**src/rtl/hub_regs_pkg.sv**
```systemverilog
`timescale 1ns/1ps
// Shared field positions and types for the hub register bank.
// Assumes 8-bit registers; the layout is fixed by the software view.
package hub_regs_pkg;
    localparam int REG_W  = 8;
    localparam int B_EN   = 7;
    localparam int B_LS   = 6;
    localparam int B_PRST = 5;
    localparam int B_RES  = 4;
    localparam int B_SUS  = 3;
    localparam int B_GSUS = 7;

    typedef struct packed {
        logic en;
        logic lowsp;
        logic prst;
        logic resume;
        logic susp;
    } port_ctl_t;

    // Assemble a downstream register read value.
    function automatic logic [REG_W-1:0] port_read(port_ctl_t c, logic [1:0] ln);
        return {c.en, c.lowsp, c.prst, c.resume, c.susp, 1'b0, ln};
    endfunction
endpackage

```
**src/rtl/hub_sof_watch.sv**
```systemverilog
`timescale 1ns/1ps
// Counts end-of-frame strobes since the last start-of-frame token.
// Saturates at MISS_LIMIT; a start-of-frame clears it and takes priority
// over a strobe in the same cycle.
module hub_sof_watch #(
    parameter int MISS_LIMIT = 3
) (
    input  logic clk,
    input  logic rst_n,
    input  logic eof_strobe,
    input  logic sof_seen,
    output logic limit_hit
);
    localparam int CW = $clog2(MISS_LIMIT + 1);
    localparam logic [CW-1:0] LIMIT = CW'(MISS_LIMIT);

    logic [CW-1:0] miss_cnt;

    // Advance, clear or hold the missed-frame count.
    always_ff @(posedge clk) begin
        if (!rst_n)
            miss_cnt <= '0;
        else if (sof_seen)
            miss_cnt <= '0;
        else if (eof_strobe && miss_cnt != LIMIT)
            miss_cnt <= miss_cnt + 1'b1;
    end

    assign limit_hit = (miss_cnt == LIMIT);
endmodule

```
**src/rtl/hub_line_hold.sv**
```systemverilog
`timescale 1ns/1ps
// Snapshot of a line-state bundle taken on each sample strobe, with a
// transparent bypass. Assumes the line inputs are already synchronised.
module hub_line_hold #(
    parameter int W = 2
) (
    input  logic         clk,
    input  logic         rst_n,
    input  logic         sample,
    input  logic         transparent,
    input  logic [W-1:0] line,
    output logic [W-1:0] view
);
    logic [W-1:0] held;

    // Capture the lines at each sample point.
    always_ff @(posedge clk) begin
        if (!rst_n)
            held <= '0;
        else if (sample)
            held <= line;
    end

    assign view = transparent ? line : held;
endmodule

```
**src/rtl/hub_port_slice.sv**
```systemverilog
`timescale 1ns/1ps
// One downstream port: control bits, line readback and traffic gating.
// Enable is set only by a write; a fault clears it and wins over a write.
module hub_port_slice
    import hub_regs_pkg::*;
(
    input  logic             clk,
    input  logic             rst_n,
    input  logic             wr_sel,
    input  logic [7:3]       wdata,
    input  logic             fault,
    input  logic             glob_susp,
    input  logic             preamble,
    input  logic             eof,
    input  logic [1:0]       line,
    output logic [REG_W-1:0] rdata,
    output port_ctl_t        ctl,
    output logic             pass_up,
    output logic             pass_down
);
    logic [1:0] line_view;
    logic       blocked;

    // Control bits: software write first, fault clear last so it wins.
    always_ff @(posedge clk) begin
        if (!rst_n) begin
            ctl <= '0;
        end else begin
            if (wr_sel) begin
                ctl.en     <= wdata[B_EN];
                ctl.lowsp  <= wdata[B_LS];
                ctl.prst   <= wdata[B_PRST];
                ctl.resume <= wdata[B_RES];
                ctl.susp   <= wdata[B_SUS];
            end
            if (fault)
                ctl.en <= 1'b0;
        end
    end

    hub_line_hold #(.W(2)) u_hold (
        .clk         (clk),
        .rst_n       (rst_n),
        .sample      (eof),
        .transparent (glob_susp),
        .line        (line),
        .view        (line_view)
    );

    assign blocked   = glob_susp && !ctl.resume;
    assign pass_up   = ctl.en && !blocked;
    assign pass_down = pass_up && (!ctl.lowsp || preamble);
    assign rdata     = port_read(ctl, line_view);
endmodule

```
**src/rtl/usb_hub_port_regs.sv**
```systemverilog
`timescale 1ns/1ps
// Register bank for a small USB hub: one root register at BASE_ADDR and
// NPORTS downstream registers after it. Single-cycle access, combinational
// read. Line inputs are assumed to be synchronised to clk.
module usb_hub_port_regs
    import hub_regs_pkg::*;
#(
    parameter int NPORTS     = 4,
    parameter int ADDR_W     = 3,
    parameter int BASE_ADDR  = 0,
    parameter int MISS_LIMIT = 3
) (
    input  logic                clk,
    input  logic                rst_n,
    input  logic [ADDR_W-1:0]   reg_addr,
    input  logic                reg_wr,
    input  logic [REG_W-1:0]    reg_wdata,
    output logic [REG_W-1:0]    reg_rdata,
    input  logic                eof_strobe,
    input  logic                sof_seen,
    input  logic                preamble_seen,
    input  logic [1:0]          root_line,
    input  logic [2*NPORTS-1:0] port_line,
    input  logic [NPORTS-1:0]   port_fault,
    output logic [NPORTS-1:0]   port_en,
    output logic [NPORTS-1:0]   port_rst,
    output logic [NPORTS-1:0]   port_susp,
    output logic [NPORTS-1:0]   port_pass_up,
    output logic [NPORTS-1:0]   port_pass_down,
    output logic                suspend_ok
);
    localparam logic [ADDR_W-1:0] ROOT_A = ADDR_W'(BASE_ADDR);

    logic             glob_susp;
    logic [1:0]       root_view;
    logic             root_hit;
    logic [NPORTS-1:0] lowsp_v;
    logic [NPORTS-1:0] resume_v;
    logic [REG_W-1:0] slice_rd [NPORTS];
    logic [2:0]       unused_wdata;

    assign unused_wdata = reg_wdata[2:0];
    assign root_hit     = (reg_addr == ROOT_A);

    // Global suspend control bit in the root register.
    always_ff @(posedge clk) begin
        if (!rst_n)
            glob_susp <= 1'b0;
        else if (reg_wr && root_hit)
            glob_susp <= reg_wdata[B_GSUS];
    end

    hub_line_hold #(.W(2)) u_root_hold (
        .clk         (clk),
        .rst_n       (rst_n),
        .sample      (eof_strobe),
        .transparent (glob_susp),
        .line        (root_line),
        .view        (root_view)
    );

    hub_sof_watch #(.MISS_LIMIT(MISS_LIMIT)) u_sof (
        .clk        (clk),
        .rst_n      (rst_n),
        .eof_strobe (eof_strobe),
        .sof_seen   (sof_seen),
        .limit_hit  (suspend_ok)
    );

    for (genvar i = 0; i < NPORTS; i++) begin : g_port
        localparam logic [ADDR_W-1:0] MY_A = ADDR_W'(BASE_ADDR + 1 + i);
        port_ctl_t ctl;

        hub_port_slice u_slice (
            .clk       (clk),
            .rst_n     (rst_n),
            .wr_sel    (reg_wr && (reg_addr == MY_A)),
            .wdata     (reg_wdata[7:3]),
            .fault     (port_fault[i]),
            .glob_susp (glob_susp),
            .preamble  (preamble_seen),
            .eof       (eof_strobe),
            .line      (port_line[2*i +: 2]),
            .rdata     (slice_rd[i]),
            .ctl       (ctl),
            .pass_up   (port_pass_up[i]),
            .pass_down (port_pass_down[i])
        );

        assign port_en[i]   = ctl.en;
        assign port_rst[i]  = ctl.prst;
        assign port_susp[i] = ctl.susp;
        assign lowsp_v[i]   = ctl.lowsp;
        assign resume_v[i]  = ctl.resume;
    end

    // Read mux: root, then each port; anything else reads zero.
    always_comb begin
        reg_rdata = '0;
        if (root_hit)
            reg_rdata = {glob_susp, 5'b0, root_view};
        for (int i = 0; i < NPORTS; i++) begin
            if (reg_addr == ADDR_W'(BASE_ADDR + 1 + i))
                reg_rdata = slice_rd[i];
        end
    end
endmodule

```
**config.mk**
```make
export PLATFORM = sky130hd
export DESIGN_NAME = usb_hub_port_regs
export DESIGN_NICKNAME = d
export VERILOG_FILES = /design/src/rtl/hub_regs_pkg.sv /design/src/rtl/hub_sof_watch.sv /design/src/rtl/hub_line_hold.sv /design/src/rtl/hub_port_slice.sv /design/src/rtl/usb_hub_port_regs.sv
export SDC_FILE = /design/constraint.sdc
export NUM_CORES = 1
export LEC_CHECK = 0
export BUFFER_PORTS_ARGS = -buffer_cell sky130_fd_sc_hd__buf_2
export CORE_ASPECT_RATIO = 0.75
export CORE_UTILIZATION = 52
export DETAILED_ROUTE_END_ITERATION = 16
export PLACE_DENSITY = 0.8
export SKIP_CTS_REPAIR_TIMING = 1
export SYNTH_ARGS = -nofsm -noshare
export SYNTH_HDL_FRONTEND = slang
export SYNTH_HIERARCHICAL = 1
export SYNTH_SLANG_ARGS = --single-unit
```
**constraint.sdc**
```tcl
create_clock -name clk -period 1.89 [get_ports clk]
set_input_delay 0.2835 -clock clk [delete_from_list [all_inputs] [get_ports clk]]
set_output_delay 0.2835 -clock clk [all_outputs]
set_load 0.1 [all_outputs]
```
==> flow_summary.json <==
{
  "rr_startpoint": "u_sof/miss_cnt[0]",
  "ff_latch_area_um2": 687,
  "n_antenna_cell": 0,
  "ir_drop_v": 0.000422,
  "powerDensity_mw_per_mm2": 610,
  "finalHoldViolations": 0,
  "drv_cap": 0,
  "hold_ws_ns": 0.156,
  "cpPeakStageDelay_ns": 0.38,
  "fin_crit_sh_pct": 106,
  "core_area_mm2": 0.00373,
  "cts_num_sinks": 33,
  "top_layer_used": "met4",
  "critical_path_class": "reg -> out",
  "hpwl_um": 3190,
  "cellLeakagePower_nw": 1.15,
  "rsz0062_at_grt": "true",
  "gp_congestion": 0.771,
  "critical_path_arrival_ns": 1.72,
  "fp.dieArea_mm2": 0.00422,
  "clkLatencyLatePin_ns": 0.27,
  "core.rowCount": 19,
  "final_core_util_pct": 73.2,
  "fp.dieH_um": 56.5,
  "fill_cells": 263,
  "grt_overflow_total": 0,
  "rrSetupSlack_ns": 0.86,
  "m1WireLength_um": 2280,
  "tns_ns": -0.243,
  "r2r_cells": 4,
  "start_util_pct": 55.2,
  "numPlacedInstances": 293,
  "critPathCaptureType": "output pin",
  "cp.required_ns": 1.61,
  "cpMaxStageDelayCell": "dfxtp_4",
  "synth_edf_count": 0,
  "syn_nets": 240,
  "cts-root-buf": "clkbuf_8",
  "drive_gt1_share_pct": 48.8,
  "worst_pin_slew_ns": 2.12,
  "fin_total_pwr_mw": 1.67,
  "ys_types": 29,
  "r2r_end": "u_sof/miss_cnt[1]",
  "netSwitchingPower_mw": 0.483,
  "crit_chain": "buf_6, mux2_4, mux2i_1, o32ai_1, a21o_2, buf_12",
  "min_from": "port_fault[0]",
  "avgSynthCellArea_um2": 9.90,
  "critPathLaunchType": "register",
  "final_net_count": 285,
  "io-pin-count": 60,
  "area_growth_pct": 32.7,
  "switching_share_pct": 29.0,
  "grt_pass1_vias": 1470,
  "yosysTopAreaCell": "dfxtp_1",
  "async_flop_share_pct": 0,
  "status": "finished, violations left",
  "yosysSeqAreaShare_pct": 32.1,
  "drtPass1Iterations": 4,
  "finClkSkew_ns": 0.0000551,
  "drtIter0Drc": 88,
  "clkPwrFrac_pct": 35.3,
  "intPower_mw": 1.18,
  "p_comb_share_pct": 20.9,
  "vias": 1594,
  "die_x_um": 74.7,
  "ant_nets": 0,
  "ys_top_cells_by_area": "dfxtp_1 (32%), mux2i_1 (21%), buf_4 (9.8%)",
  "cts_inserted_buffers": 5,
  "fin_crit_ns": 2.00,
  "postSynthCellCount": 208,
  "wl_met3_um": 224,
  "cts.path.max_buffers": 2,
  "netlist_top_cells_count": "mux2i_1 (43), dfxtp_1 (33), nor2b_1 (28)",
  "grt_max_degree": 33,
  "yosysWarningCount": 6,
  "maxSlewViolCount": 1,
  "ys.flop_type": "dfxtp_1",
  "final_area_mm2": 0.00273,
  "fmax_ghz": 0.500,
  "ys_ff_latch": 33,
  "crit_fanout": 4,
  "multi_input_area_mm2": 0.00126,
  "grt_usage_pct": 21.7,
  "synth.most_common_cell": "mux2i_1",
  "antenna_found_initial": 0,
  "cts_tree": "built",
  "max_slew_margin_pct": -39.2,
  "hold_class": "in -> reg",
  "wl_per_cell_um": 14.5,
  "violations": "max-slew violations, negative setup slack",
  "dr_wl_met2_um": 1930,
  "io_buffers": 55,
  "hold_depth": 2,
  "netlist_area_mm2": 0.00206,
  "final_cell_count_no_fill": 306,
  "place_ws_ns": 0.215,
  "yosysTopAreaCellShare_pct": 32.1,
  "worst_slack_ns": -0.112,
  "seqPwrFrac_pct": 43.8,
  "ctsHtreeMaxLevel": 2,
  "viasPerCell": 5.21,
  "grt_pass1_wl_um": 7080,
  "hold_end": "g_port[0].u_slice/ctl[4]",
  "placed_cell_area_mm2": 0.00255,
  "drc": 0,
  "wirelength_um": 4450,
  "clk_pin_slew_ns": 0.07,
  "finalSetupViolations": 3
}
## worst max-delay path: cells and delay by family, from the launching register on
| kind | cells | cell delay (ns) |
|---|---|---|
| multiplexers | 2 | 0.45 |
| buffers and inverters | 2 | 0.30 |
| flip-flops | 1 | 0.38 |
| AO/OA/AOI/OAI | 2 | 0.32 |
## final cells by class
class | count | area share, %
clock buffers | 7 | 3.52
multi-input cells | 130 | 46.1
inverters | 12 | 1.65
clock inverters | 1 | 0.183
well taps | 52 | 2.38
flip-flops and latches | 33 | 25.1
repair buffers | 71 | 21.1
## registers in the layout (all words and copies together) (netlist names)
signal and flops:
u_sof/miss_cnt 2, glob_susp 1, u_root_hold/held 2, g_port.u_slice/u_hold/held 8
g_port.u_slice/ctl 20
## cells by family (layout without fill, tap and decap cells)
group	Yosys count	after routing	share of synthesized area [%]
fa+ha+maj	1	1	0.607
flops	33	33	32.1
other cells	4	4	0.729
mux	53	53	26.4
simple gates	47	47	16.4
compound gates	24	24	8.38
xor+xnor	1	1	0.425
buf+inv	45	91	15.0
## worst max path at each step
stage	depth (start not counted)	slack, ns	start	end
CTS	5	-0.1	glob_susp	reg_rdata[1]
floorplan	2	-0.10	g_port[0].u_slice/ctl[4]	port_pass_down[0]
global placement	5	0.23	glob_susp	reg_rdata[1]
global route	6	-0.17	glob_susp	reg_rdata[0]
finish	6	-0.11	glob_susp	reg_rdata[1]
detailed placement	5	0.22	glob_susp	reg_rdata[1]
## metal layers
metal  vias to the layer above  global-route usage (%)
met5                         -                       0
met4                         0                    4.04
met3                         2                    5.21
met2                        43                    31.1
met1                       772                    32.7
li1                        777                       -
## power by group through the flow
stage	registers (mW)	logic, mW	clock network (mW)
after floorplan	0.776	0.215	0
after global placement	0.744	0.329	0
after detailed placement	0.745	0.334	0
after CTS	0.730	0.335	0.594
after global routing	0.732	0.369	0.642
final	0.730	0.349	0.589
## layout by cell type, fill, tap and decap left out, types with 4 or more instances in the layout
master    instances
dfxtp_1          20
conb_1            4
mux2_4            7
buf_12           11
inv_1            12
dfxtp_2           9
a22oi_1           5
buf_4            13
nor3b_2           4
mux2i_1          43
dfxtp_4           4
nor2b_1          28
clkbuf_8          7
buf_2            44
a221oi_4          4
(Power assumes the default switching activity.)
